$ cat config.mk
export PLATFORM = sky130hd
export DESIGN_NAME = frame_sync_ctrl
export DESIGN_NICKNAME = d
export VERILOG_FILES = /design/src/rtl/fsc_pkg.sv /design/src/rtl/fsc_regs.sv /design/src/rtl/fsc_timebase.sv /design/src/rtl/fsc_trig_sync.sv /design/src/rtl/fsc_frame_fsm.sv /design/src/rtl/frame_sync_ctrl.sv
export SDC_FILE = /design/constraint.sdc
export NUM_CORES = 1
export LEC_CHECK = 0
export ABC_AREA = 0
export BUFFER_PORTS_ARGS = -buffer_cell sky130_fd_sc_hd__buf_2
export CORE_MARGIN = 3
export CORE_UTILIZATION = 45
export DETAILED_ROUTE_END_ITERATION = 10
export PLACE_DENSITY = 0.62
export SLEW_MARGIN = 0
export SYNTH_ARGS = -nofsm -noshare
export SYNTH_HDL_FRONTEND = slang
export SYNTH_SLANG_ARGS = --single-unit
$ cat constraint.sdc
create_clock -name clk -period 9.1 [get_ports clk]
set_clock_uncertainty 0.1 [all_clocks]
set_input_delay 1.82 -clock clk [delete_from_list [all_inputs] [get_ports clk]]
set_output_delay 1.82 -clock clk [all_outputs]
set_load 0.05 [all_outputs]
$ cat src/rtl/fsc_pkg.sv
package fsc_pkg;

    localparam int unsigned ADDR_W = 3;

    // register addresses decoded on the write port
    typedef enum logic [ADDR_W-1:0] {
        A_ROWLEN = 3'd0,
        A_NROWS  = 3'd1,
        A_RATE   = 3'd2,
        A_MODE   = 3'd3,
        A_SEQ    = 3'd4,
        A_ENABLE = 3'd5
    } reg_addr_e;

    // trigger arbitration states
    typedef enum logic [1:0] {
        ST_FREE    = 2'd0,
        ST_IDLE    = 2'd1,
        ST_ARMED   = 2'd2,
        ST_OVERRUN = 2'd3
    } trig_state_e;

endpackage

$ cat src/rtl/fsc_regs.sv
module fsc_regs
    import fsc_pkg::*;
#(
    parameter int unsigned DATA_W   = 32,
    parameter int unsigned RL_W     = 12,
    parameter int unsigned NR_W     = 6,
    parameter int unsigned RATE_W   = 12,
    parameter int unsigned SEQ_W    = 32,
    parameter int unsigned RL_DEF   = 50,
    parameter int unsigned NR_DEF   = 33,
    parameter int unsigned RATE_DEF = 38
) (
    input  logic              clk,
    input  logic              rst_n,
    input  logic              wr_en,
    input  logic [ADDR_W-1:0] wr_addr,
    input  logic [DATA_W-1:0] wr_data,
    output logic [RL_W-1:0]   row_len,
    output logic [NR_W-1:0]   num_rows,
    output logic [RATE_W-1:0] rate,
    output logic              trig_mode,
    output logic              out_en,
    output logic              restart,
    output logic              seq_load,
    output logic [SEQ_W-1:0]  seq_value
);

    localparam logic [DATA_W-1:0] RL_MAX   = DATA_W'((64'd1 << RL_W) - 64'd1);
    localparam logic [DATA_W-1:0] NR_MAX   = DATA_W'((64'd1 << NR_W) - 64'd1);
    localparam logic [DATA_W-1:0] RATE_MAX = DATA_W'((64'd1 << RATE_W) - 64'd1);

    // zero becomes one, oversize saturates at the field maximum
    function automatic logic [DATA_W-1:0] clamp_field(
        input logic [DATA_W-1:0] v,
        input logic [DATA_W-1:0] hi
    );
        if (v == '0)
            return DATA_W'(1);
        else if (v > hi)
            return hi;
        else
            return v;
    endfunction

    always_ff @(posedge clk or negedge rst_n) begin
        if (!rst_n) begin
            row_len   <= RL_W'(RL_DEF);
            num_rows  <= NR_W'(NR_DEF);
            rate      <= RATE_W'(RATE_DEF);
            trig_mode <= 1'b0;
            out_en    <= 1'b1;
        end else if (wr_en) begin
            case (wr_addr)
                A_ROWLEN: row_len   <= RL_W'(clamp_field(wr_data, RL_MAX));
                A_NROWS:  num_rows  <= NR_W'(clamp_field(wr_data, NR_MAX));
                A_RATE:   rate      <= RATE_W'(clamp_field(wr_data, RATE_MAX));
                A_MODE:   trig_mode <= wr_data[0];
                A_ENABLE: out_en    <= wr_data[0];
                default:  ;
            endcase
        end
    end

    // any timing field write restarts the period counters
    assign restart   = wr_en && ((wr_addr == A_ROWLEN) ||
                                 (wr_addr == A_NROWS)  ||
                                 (wr_addr == A_RATE));
    assign seq_load  = wr_en && (wr_addr == A_SEQ);
    assign seq_value = SEQ_W'(wr_data);

endmodule

$ cat src/rtl/fsc_timebase.sv
module fsc_timebase #(
    parameter int unsigned RL_W       = 12,
    parameter int unsigned NR_W       = 6,
    parameter int unsigned RATE_W     = 12,
    parameter int unsigned MIN_PERIOD = 250
) (
    input  logic              clk,
    input  logic              rst_n,
    input  logic [RL_W-1:0]   row_len,
    input  logic [NR_W-1:0]   num_rows,
    input  logic [RATE_W-1:0] rate,
    input  logic              restart,
    input  logic              hold_rate,
    output logic              arz_tick,
    output logic              rate_hit
);

    localparam int unsigned PER_W = RL_W + NR_W;

    logic [PER_W-1:0]  product;
    logic [PER_W-1:0]  period;
    logic [PER_W-1:0]  cnt_q;
    logic [RATE_W-1:0] rate_cnt_q;

    assign product  = PER_W'(row_len) * PER_W'(num_rows);
    assign period   = (product < PER_W'(MIN_PERIOD)) ? PER_W'(MIN_PERIOD) : product;
    assign arz_tick = (cnt_q >= (period - PER_W'(1))) && !restart;
    assign rate_hit = (rate_cnt_q >= (rate - RATE_W'(1)));

    always_ff @(posedge clk or negedge rst_n) begin
        if (!rst_n)
            cnt_q <= '0;
        else if (restart || arz_tick)
            cnt_q <= '0;
        else
            cnt_q <= cnt_q + PER_W'(1);
    end

    always_ff @(posedge clk or negedge rst_n) begin
        if (!rst_n)
            rate_cnt_q <= '0;
        else if (restart || hold_rate)
            rate_cnt_q <= '0;
        else if (arz_tick)
            rate_cnt_q <= rate_hit ? '0 : rate_cnt_q + RATE_W'(1);
    end

endmodule

$ cat src/rtl/fsc_trig_sync.sv
module fsc_trig_sync #(
    parameter int unsigned STAGES = 2
) (
    input  logic clk,
    input  logic rst_n,
    input  logic trig_n_async,
    output logic trig_fall
);

    // stages 0..STAGES-1 synchronise, stage STAGES holds the previous sample
    logic [STAGES:0] shift_q;

    always_ff @(posedge clk or negedge rst_n) begin
        if (!rst_n)
            shift_q <= '1;
        else
            shift_q <= {shift_q[STAGES-1:0], trig_n_async};
    end

    assign trig_fall = shift_q[STAGES] & ~shift_q[STAGES-1];

endmodule

$ cat src/rtl/fsc_frame_fsm.sv
module fsc_frame_fsm
    import fsc_pkg::*;
#(
    parameter int unsigned SEQ_W = 32
) (
    input  logic             clk,
    input  logic             rst_n,
    input  logic             arz_tick,
    input  logic             rate_hit,
    input  logic             trig_fall,
    input  logic             trig_mode,
    input  logic             out_en,
    input  logic             seq_load,
    input  logic [SEQ_W-1:0] seq_value,
    output logic             arz_o,
    output logic             dv_o,
    output logic             dv_err_o,
    output logic             err_flag_o,
    output logic             free_o,
    output logic [SEQ_W-1:0] seq_o
);

    trig_state_e      state_q, state_d;
    logic             fire;
    logic             fire_ok;
    logic [SEQ_W-1:0] seq_q;

    always_ff @(posedge clk or negedge rst_n) begin
        if (!rst_n)
            state_q <= ST_FREE;
        else
            state_q <= state_d;
    end

    always_comb begin
        state_d = state_q;
        unique case (state_q)
            ST_FREE: begin
                if (trig_mode)
                    state_d = ST_IDLE;
            end
            ST_IDLE: begin
                if (!trig_mode)
                    state_d = ST_FREE;
                else if (trig_fall)
                    state_d = ST_ARMED;
            end
            ST_ARMED: begin
                if (!trig_mode)
                    state_d = ST_FREE;
                else if (arz_tick)
                    state_d = trig_fall ? ST_ARMED : ST_IDLE;
                else if (trig_fall)
                    state_d = ST_OVERRUN;
            end
            ST_OVERRUN: begin
                if (!trig_mode)
                    state_d = ST_FREE;
                else if (arz_tick)
                    state_d = trig_fall ? ST_ARMED : ST_IDLE;
            end
            default: state_d = ST_FREE;
        endcase
    end

    always_comb begin
        fire = 1'b0;
        unique case (state_q)
            ST_FREE:              fire = arz_tick && rate_hit;
            ST_ARMED, ST_OVERRUN: fire = arz_tick;
            default:              fire = 1'b0;
        endcase
    end

    assign fire_ok = fire && out_en;

    always_ff @(posedge clk or negedge rst_n) begin
        if (!rst_n)
            seq_q <= '0;
        else if (seq_load)
            seq_q <= seq_value;
        else if (fire_ok)
            seq_q <= seq_q + SEQ_W'(1);
    end

    always_ff @(posedge clk or negedge rst_n) begin
        if (!rst_n) begin
            arz_o    <= 1'b0;
            dv_o     <= 1'b0;
            dv_err_o <= 1'b0;
            seq_o    <= '0;
        end else begin
            arz_o    <= arz_tick && out_en;
            dv_o     <= fire_ok;
            dv_err_o <= fire_ok && (state_q == ST_OVERRUN);
            if (fire_ok)
                seq_o <= seq_q;
        end
    end

    assign err_flag_o = (state_q == ST_OVERRUN);
    assign free_o     = (state_q == ST_FREE);

endmodule

$ cat src/rtl/frame_sync_ctrl.sv
module frame_sync_ctrl
    import fsc_pkg::*;
#(
    parameter int unsigned DATA_W      = 32,
    parameter int unsigned RL_W        = 12,
    parameter int unsigned NR_W        = 6,
    parameter int unsigned RATE_W      = 12,
    parameter int unsigned SEQ_W       = 32,
    parameter int unsigned MIN_PERIOD  = 250,
    parameter int unsigned RL_DEF      = 50,
    parameter int unsigned NR_DEF      = 33,
    parameter int unsigned RATE_DEF    = 38,
    parameter int unsigned SYNC_STAGES = 2
) (
    input  logic              clk,
    input  logic              rst_n,
    input  logic              wr_en,
    input  logic [ADDR_W-1:0] wr_addr,
    input  logic [DATA_W-1:0] wr_data,
    input  logic              trig_n,
    output logic              arz_o,
    output logic              dv_o,
    output logic              dv_err_o,
    output logic              err_flag_o,
    output logic              free_o,
    output logic [SEQ_W-1:0]  seq_o
);

    logic [RL_W-1:0]   row_len;
    logic [NR_W-1:0]   num_rows;
    logic [RATE_W-1:0] rate;
    logic              trig_mode;
    logic              out_en;
    logic              restart;
    logic              seq_load;
    logic [SEQ_W-1:0]  seq_value;
    logic              arz_tick;
    logic              rate_hit;
    logic              trig_fall;

    fsc_regs #(
        .DATA_W(DATA_W), .RL_W(RL_W), .NR_W(NR_W), .RATE_W(RATE_W), .SEQ_W(SEQ_W),
        .RL_DEF(RL_DEF), .NR_DEF(NR_DEF), .RATE_DEF(RATE_DEF)
    ) u_regs (
        .clk(clk), .rst_n(rst_n), .wr_en(wr_en), .wr_addr(wr_addr), .wr_data(wr_data),
        .row_len(row_len), .num_rows(num_rows), .rate(rate),
        .trig_mode(trig_mode), .out_en(out_en), .restart(restart),
        .seq_load(seq_load), .seq_value(seq_value)
    );

    fsc_timebase #(
        .RL_W(RL_W), .NR_W(NR_W), .RATE_W(RATE_W), .MIN_PERIOD(MIN_PERIOD)
    ) u_timebase (
        .clk(clk), .rst_n(rst_n), .row_len(row_len), .num_rows(num_rows),
        .rate(rate), .restart(restart), .hold_rate(trig_mode),
        .arz_tick(arz_tick), .rate_hit(rate_hit)
    );

    fsc_trig_sync #(
        .STAGES(SYNC_STAGES)
    ) u_sync (
        .clk(clk), .rst_n(rst_n), .trig_n_async(trig_n), .trig_fall(trig_fall)
    );

    fsc_frame_fsm #(
        .SEQ_W(SEQ_W)
    ) u_fsm (
        .clk(clk), .rst_n(rst_n), .arz_tick(arz_tick), .rate_hit(rate_hit),
        .trig_fall(trig_fall), .trig_mode(trig_mode), .out_en(out_en),
        .seq_load(seq_load), .seq_value(seq_value),
        .arz_o(arz_o), .dv_o(dv_o), .dv_err_o(dv_err_o),
        .err_flag_o(err_flag_o), .free_o(free_o), .seq_o(seq_o)
    );

endmodule

; ---- Word level (Yosys, flattened, before mapping)
; Cells that the tools add are included.
[word_totals]
mem_bits_rw = 0
word_cells = 85
reg_bits = 134
out_inout_bits = 37
latch_bits = 0
mem_count = 0
rom_bits = 0
[op_classes]
n_addsub = 5
shift = 0
eq_ne = 12
n_bitwise = 2
reduce_logical = 24
muxes = 22
n_lt_le_gt_ge = 5
div = 0
mul = 1
[ops]
columns = op, n
row1 = 32-bit two-way mux, 2
row2 = 12-bit two-way mux, 5
row3 = 18-bit two-way mux, 2
row4 = "32-bit by 1-bit adder with 32-bit output, second input constant", 1
row5 = "32-bit by 12-bit greater-than comparator with 1-bit output, second input constant", 1
row6 = "32-bit by 6-bit greater-than comparator with 1-bit output, second input constant", 1
row7 = 32-bit logical NOT, 1
row8 = "18-bit by 1-bit adder with 18-bit output, second input constant", 1
row9 = 18-bit greater-or-equal comparator, 1
row10 = "18-bit by 8-bit < comparator with 1-bit output, second input constant", 1
row11 = 12-bit by 6-bit multiplier with 18-bit output, 1
row12 = 2-bit two-way mux, 9
row13 = "18-bit by 1-bit subtractor with 18-bit output, second input constant", 1
row14 = "12-bit by 1-bit adder with 12-bit output, second input constant", 1
row15 = 12-bit greater-or-equal comparator, 1
row16 = 6-bit two-way mux, 2
row17 = "12-bit by 1-bit subtractor with 12-bit output, second input constant", 1
row18 = 2-bit AND reduction, 5
row19 = 2-bit one-hot mux with 4 select lines, 1
row20 = 1-bit logical AND, 7
row21 = "3-bit by 2-bit equality test with 1-bit output, second input constant", 2
row22 = "3-bit equality test, second input constant", 2
row23 = "3-bit by 2-bit != test with 1-bit output, second input constant", 2
row24 = "2-bit equality test, second input constant", 2
row25 = other kinds (14), 18

; ---- Depth between registers and ports, before layout
[logic_depth]
word_depth = 11
depth_mapped = 37

; ---- Cells and area by module
; A second synthesis with hierarchy kept.
[unflattened]
hier_cells = 1055
area_unflattened_um2 = 10128.5
[by_module_without_submodules]
columns = module, seq_area_each_um2, cells_per_inst, instances, area_each_um2
row1 = fsc_timebase, 750.7, 591, 1, 5008.6
row2 = fsc_frame_fsm, 1726.7, 320, 1, 3428.3
row3 = fsc_regs, 812.0, 140, 1, 1599.0
row4 = fsc_trig_sync, 78.8, 4, 1, 92.6

; ---- Worst setup path after synthesis
; OpenSTA, ideal clock, no wires.
[synth_path]
kind = register to register
from = register u_regs.num_rows[5]
to = register u_fsm.seq_q[9]
required_ns = 8.918
setup_slack_ns = 1.563
stages_incl_launch_ff = 33
t_arrival_ns = 7.355
cell_sequence = dfstp_2 > clkbuf_1 > and2_1 > fa_1 > fa_1 > inv_1 > fa_1 > inv_1 > ha_1 > clkbuf_1 > a41o_1 > a21oi_1 > o31ai_1 > a21oi_1 > xor2_1 > nand3_1 > nand2b_1 > nand3_1 > ha_1 > nand2_1 > nor4_1 > nor3b_1 > and4b_1 > xnor2_1 > ha_1 > nand4_1 > or2_2 > o21ai_1 > and4_1 > buf_2 > nand3_1 > or3_1 > a31oi_1
[synth_via]
elab_chain_cells = 10
[synth_lines]
columns = item, line_no
row1 = "start, declared", fsc_regs.sv:19  ; output logic [NR_W-1:0] num_rows,
row2 = "start signal, assigned", fsc_regs.sv:48  ; num_rows <= NR_W'(NR_DEF);
row3 = "start signal, assigned", fsc_regs.sv:55  ; A_NROWS: num_rows <= NR_W'(clamp_field(wr_data, NR_MAX));
row4 = 12-bit by 6-bit multiplier with 18-bit output *, fsc_timebase.sv:25  ; assign product = PER_W'(row_len) * PER_W'(num_rows);
row5 = 18-bit by 8-bit < comparator with 1-bit output, fsc_timebase.sv:26  ; assign period = (product < PER_W'(MIN_PERIOD)) ? PER_W'(MIN_PERIOD) : product;
row6 = 18-bit two-way mux *, fsc_timebase.sv:26
row7 = 18-bit by 1-bit subtractor with 18-bit output *, fsc_timebase.sv:27  ; assign arz_tick = (cnt_q >= (period - PER_W'(1))) && !restart;
row8 = 18-bit greater-or-equal comparator *, fsc_timebase.sv:27
row9 = 1-bit logical AND *, fsc_timebase.sv:27
row10 = 1-bit logical AND, fsc_frame_fsm.sv:69  ; ST_FREE: fire = arz_tick && rate_hit;
row11 = 1-bit one-hot mux with 2 select lines *, fsc_frame_fsm.sv:68  ; unique case (state_q)
row12 = 1-bit logical AND *, fsc_frame_fsm.sv:75  ; assign fire_ok = fire && out_en;
row13 = 2-bit nonzero test (no line) *, -
row14 = "end signal, assigned", fsc_frame_fsm.sv:81  ; seq_q <= seq_value;
row15 = "end signal, assigned", fsc_frame_fsm.sv:83  ; seq_q <= seq_q + SEQ_W'(1);
row16 = "end, declared", fsc_frame_fsm.sv:26  ; logic [SEQ_W-1:0] seq_q;
; Every way passes the cells marked *; elsewhere a longest branch is shown, timed or not.
; A chain may end at the register's enable or synchronous reset.

; ---- Worst setup path in the final report
[layout_path]
from = register u_regs.num_rows[5]
to = register u_fsm.seq_q[31]
; The elaborated chain is that of the path after synthesis.

==> key figures <==
CTS
  – Count of hold buffers inserted by post-cts repair: 0
  – Htree depth: 4
  – CTS Sinks: 134
  – Root Buffer: clkbuf_16
  – Clk_lat worst skew: ~0.42 ns
  – TritonCTS buffer count: 17
  – TritonCTS clock tree: done
  – Buffer depth of the longest clock path: 2
  – Clk slew on worst S/H paths: roughly 0.060 ns

Setup path
  – Startpoint Class: flip-flop
  – Launch point of the worst reg-to-reg path: u_regs.num_rows[5]
  – Req. time, crit path: around 9.2 ns
  – CP max-delay cell: dfstp_2
  – Worst setup EP type: flip-flop
  – Crit Path Max Fanout: 13
  – Critical Path AT: 8.50 ns
  – Buf+Inv Stages, Crit Path: 2
  – Setup crit start: u_regs.num_rows[5]
  – Max incr delay on CP: 0.66 ns
  – Critical path's top delay family: simple AND/OR/NAND/NOR gates
  – Kind of critical path: reg2reg
  – Stages on the worst setup path: 29
  – Cell depth of the worst flop-to-flop path: 29

Cells and area
  – Antenna cells: 0
  – Final nets: 1224
  – Filler Cells Inserted: about 1900
  – Layout cell share with drive strength beyond 1: about 15%
  – Non-Filler Instances: 1366
  – Syn-to-layout area delta: 12.5%

Power and ir drop
  – Pwr Total: 0.00278 W
  – VDD IR max: 0.000166 V
  – Leakage: 5.00 nW
  – Pwr Density: 260 mW/mm^2

Global route
  – Number of global-route vias before repair: 7190
  – Largest net degree at the start of global routing: 73
  – Total GRT Usage: 19.3%
  – Global route overflow: 0
  – First-pass GRT wire length: 35600 microns
  – Antenna violations before repair: 0

Place
  – Cells after DPL: ~1300
  – Port buffer count: 75
  – GPL Wtd Cong: 0.871
  – Post-place setup slack: 0.594 ns
  – DP Wirelength: 16100 microns

Logic synthesis
  – Synth area leader: dfrtp_1
  – XOR/XNOR Fraction of Synth Area: under 10%
  – Syn Area/Cell: 9.36 sq um
  – Adder-cell area share of the yosys netlist: roughly 17%
  – Synth cell types: 58
  – Largest family of logic cells by synthesized area: simple AND/OR/NAND/NOR gates
  – Number of enable flip-flop cells after synthesis: 0
  – Compound-Gate Fraction of Synth Area: approximately 10%
  – Synthesized-area fraction occupied by and/or/nand/nor cells: around 21%
  – Synth Instances: 1017
  – Ys async rst share: 100%
  – Top-area cell type share of the netlist area: between 30% and 40%
  – Total number of yosys warnings: 0
  – Register area share after synthesis: 35.4%
  – Top cells by area, synth: dfrtp_1 (32%), fa_1 (8.6%), ha_1 (8.0%)
  – Mux contribution to synthesized area: under 10%
  – Top cells by count, synth: dfrtp_1 (122), nor2_1 (98), inv_1 (73)
  – Most frequent cell after synthesis: dfrtp_1
  – Mapped Nets: 1158
  – Ys flop type: dfrtp_1
  – Mapped Area: 0.00952 sq mm
  – Count of state elements after synthesis: 134

Hold path
  – Worst hold path class: reg2reg
  – Min-delay src: u_sync.shift_q[0]
  – Hold-critical path depth: 0

Die
  – Row count: 52
  – Number of top-level pins: 76
  – DIE HEIGHT: roughly 150 microns
  – Die Footprint: between 0.02 and 0.025 sq mm
  – Core area: 0.0205 sq mm
  – Overall die width: 151 microns
  – Initial Utilization: 46.5%

Detailed routing
  – DRC viols: 0
  – Routed Antenna Nets: 0
  – Routed WL: 21200 microns
  – Drt via density: 5.32
  – 1st-iter DRT viols: a little over 400
  – Via count: 7269
  – TritonRoute pass-1 iters: 4
  – WL per Instance: 15.5 microns

Flow run
  – Max cap viols: 0

STA
  – Setup-failing EPs final: 0
  – RSZ-0062 raised after global routing: false
  – Final hold violation count: 0
  – Tmin final: ~8.4 ns
  – Worst hold slack: 0.256 ns
  – Fin worst setup slack: 0.730 ns
  – Highest Clock Rate: approximately 120 MHz
  – Least-Margin Pin Slew: 1.19 ns
  – Setup TNS: 0 ns
  – Slew HR: 20.5%
  – Period utilization: 92.0%
  – Final Slew Violations: 0

Outcome
  – Status: completed
[kinds of logic (layout without fill, tap and decap cells)]
logic type                 count (synthesis)  after routing
xor gates and xnor gates                  84             84
AOI/OAI and AO/OA                        165            165
muxes                                     39             39
and+or+nand+nor                          386            386
adders and majority gates                102            102
DFF                                      134            134
buffers and inverters                    107            186
[sequential cells by signal, summed over array words and instances (netlist names)]
name and cells:
u_regs.num_rows 6, u_regs.row_len 12, u_fsm.arz_o 1, u_regs.out_en 1, u_sync.shift_q 3, u_regs.trig_mode 1, u_fsm.seq_o 32, u_fsm.seq_q 32
u_timebase.rate_cnt_q 12, u_timebase.cnt_q 18, u_fsm.state_q 2, u_regs.rate 12, u_fsm.dv_err_o 1, u_fsm.dv_o 1
[where the power goes]
group          leakage (nW)  switching (W)  internal [W]
clock network         0.282       0.000271      0.000406
registers              1.65      0.0000643      0.000646
logic                  3.07       0.000819      0.000579
total                  5.00        0.00115       0.00163
[metal layers]
layer / part of all wire (%) / vias to the layer above / global-route usage, %
met3: 2.7 / 22 / 2.86
met4: 1.3 / 0 / 5.35
met1: 49 / 3531 / 27.6
met5: 0 / - / 0
li1: - / 3613 / -
met2: 47 / 103 / 30.8
[worst paths after layout]
path | endpoint | slack, ns
max reg2reg | u_fsm.seq_q[31] | 0.73
min | u_sync.shift_q[1] | 0.26
max | u_fsm.seq_q[31] | 0.73
min in group asynchronous | u_timebase.cnt_q[9] | 1.27
max in group asynchronous | u_regs.num_rows[1] | 6.27
min reg2reg | u_sync.shift_q[1] | 0.26
[what timing repair did]
| action | 4_1_cts | 5_1_grt |
|---|---|---|
| endpoints found under the setup margin | 0 | 1 |
| gates resized for setup | 0 | 1 |
| setup buffers | 0 | 0 |
[stage by stage]
stage | cell area [sq um] | util, %
after floorplan | 9520 | -
after global placement | 10100 | 49.4
after detailed placement | 10100 | 49.4
after CTS | 10700 | 52.2
after global routing | 10700 | 52.2
final | 10700 | 52.2
[layout make-up]
class | count | area (sq um) | share of cell area (%)
multi-input cells | 776 | 5710 | 53.3
flip-flops and latches | 134 | 3370 | 31.5
repair buffers | 81 | 439 | 4.10
clock buffers | 18 | 429 | 4.01
well taps | 270 | 338 | 3.15
inverters | 73 | 274 | 2.56
clock inverters | 14 | 148 | 1.38
[cells in the final DEF, fill, tap and decap left out, types with 4 or more instances in the layout]
master	synthesis	routed
a21o_1	17	17
a21oi_1	66	66
a31oi_1	4	4
and2_1	64	64
and3_1	27	27
buf_2	2	74
buf_4	0	5
clkbuf_16	0	17
clkinv_2	0	4
dfrtp_1	122	122
dfstp_2	12	12
fa_1	41	41
ha_1	61	61
inv_1	73	73
inv_6	0	5
mux2_1	5	5
mux2_2	29	29
mux2i_1	5	5
nand2_1	71	71
nand2b_1	8	8
nand3_1	37	37
nand4_1	12	12
nor2_1	98	98
nor2b_1	4	4
nor3_1	29	28
nor3b_1	7	7
nor4_1	10	10
o21a_1	4	4
o21ai_0	36	36
o21ai_1	9	9
o22a_1	5	5
xnor2_1	39	39
xor2_1	45	45
Power figures use the tool's default switching activity.
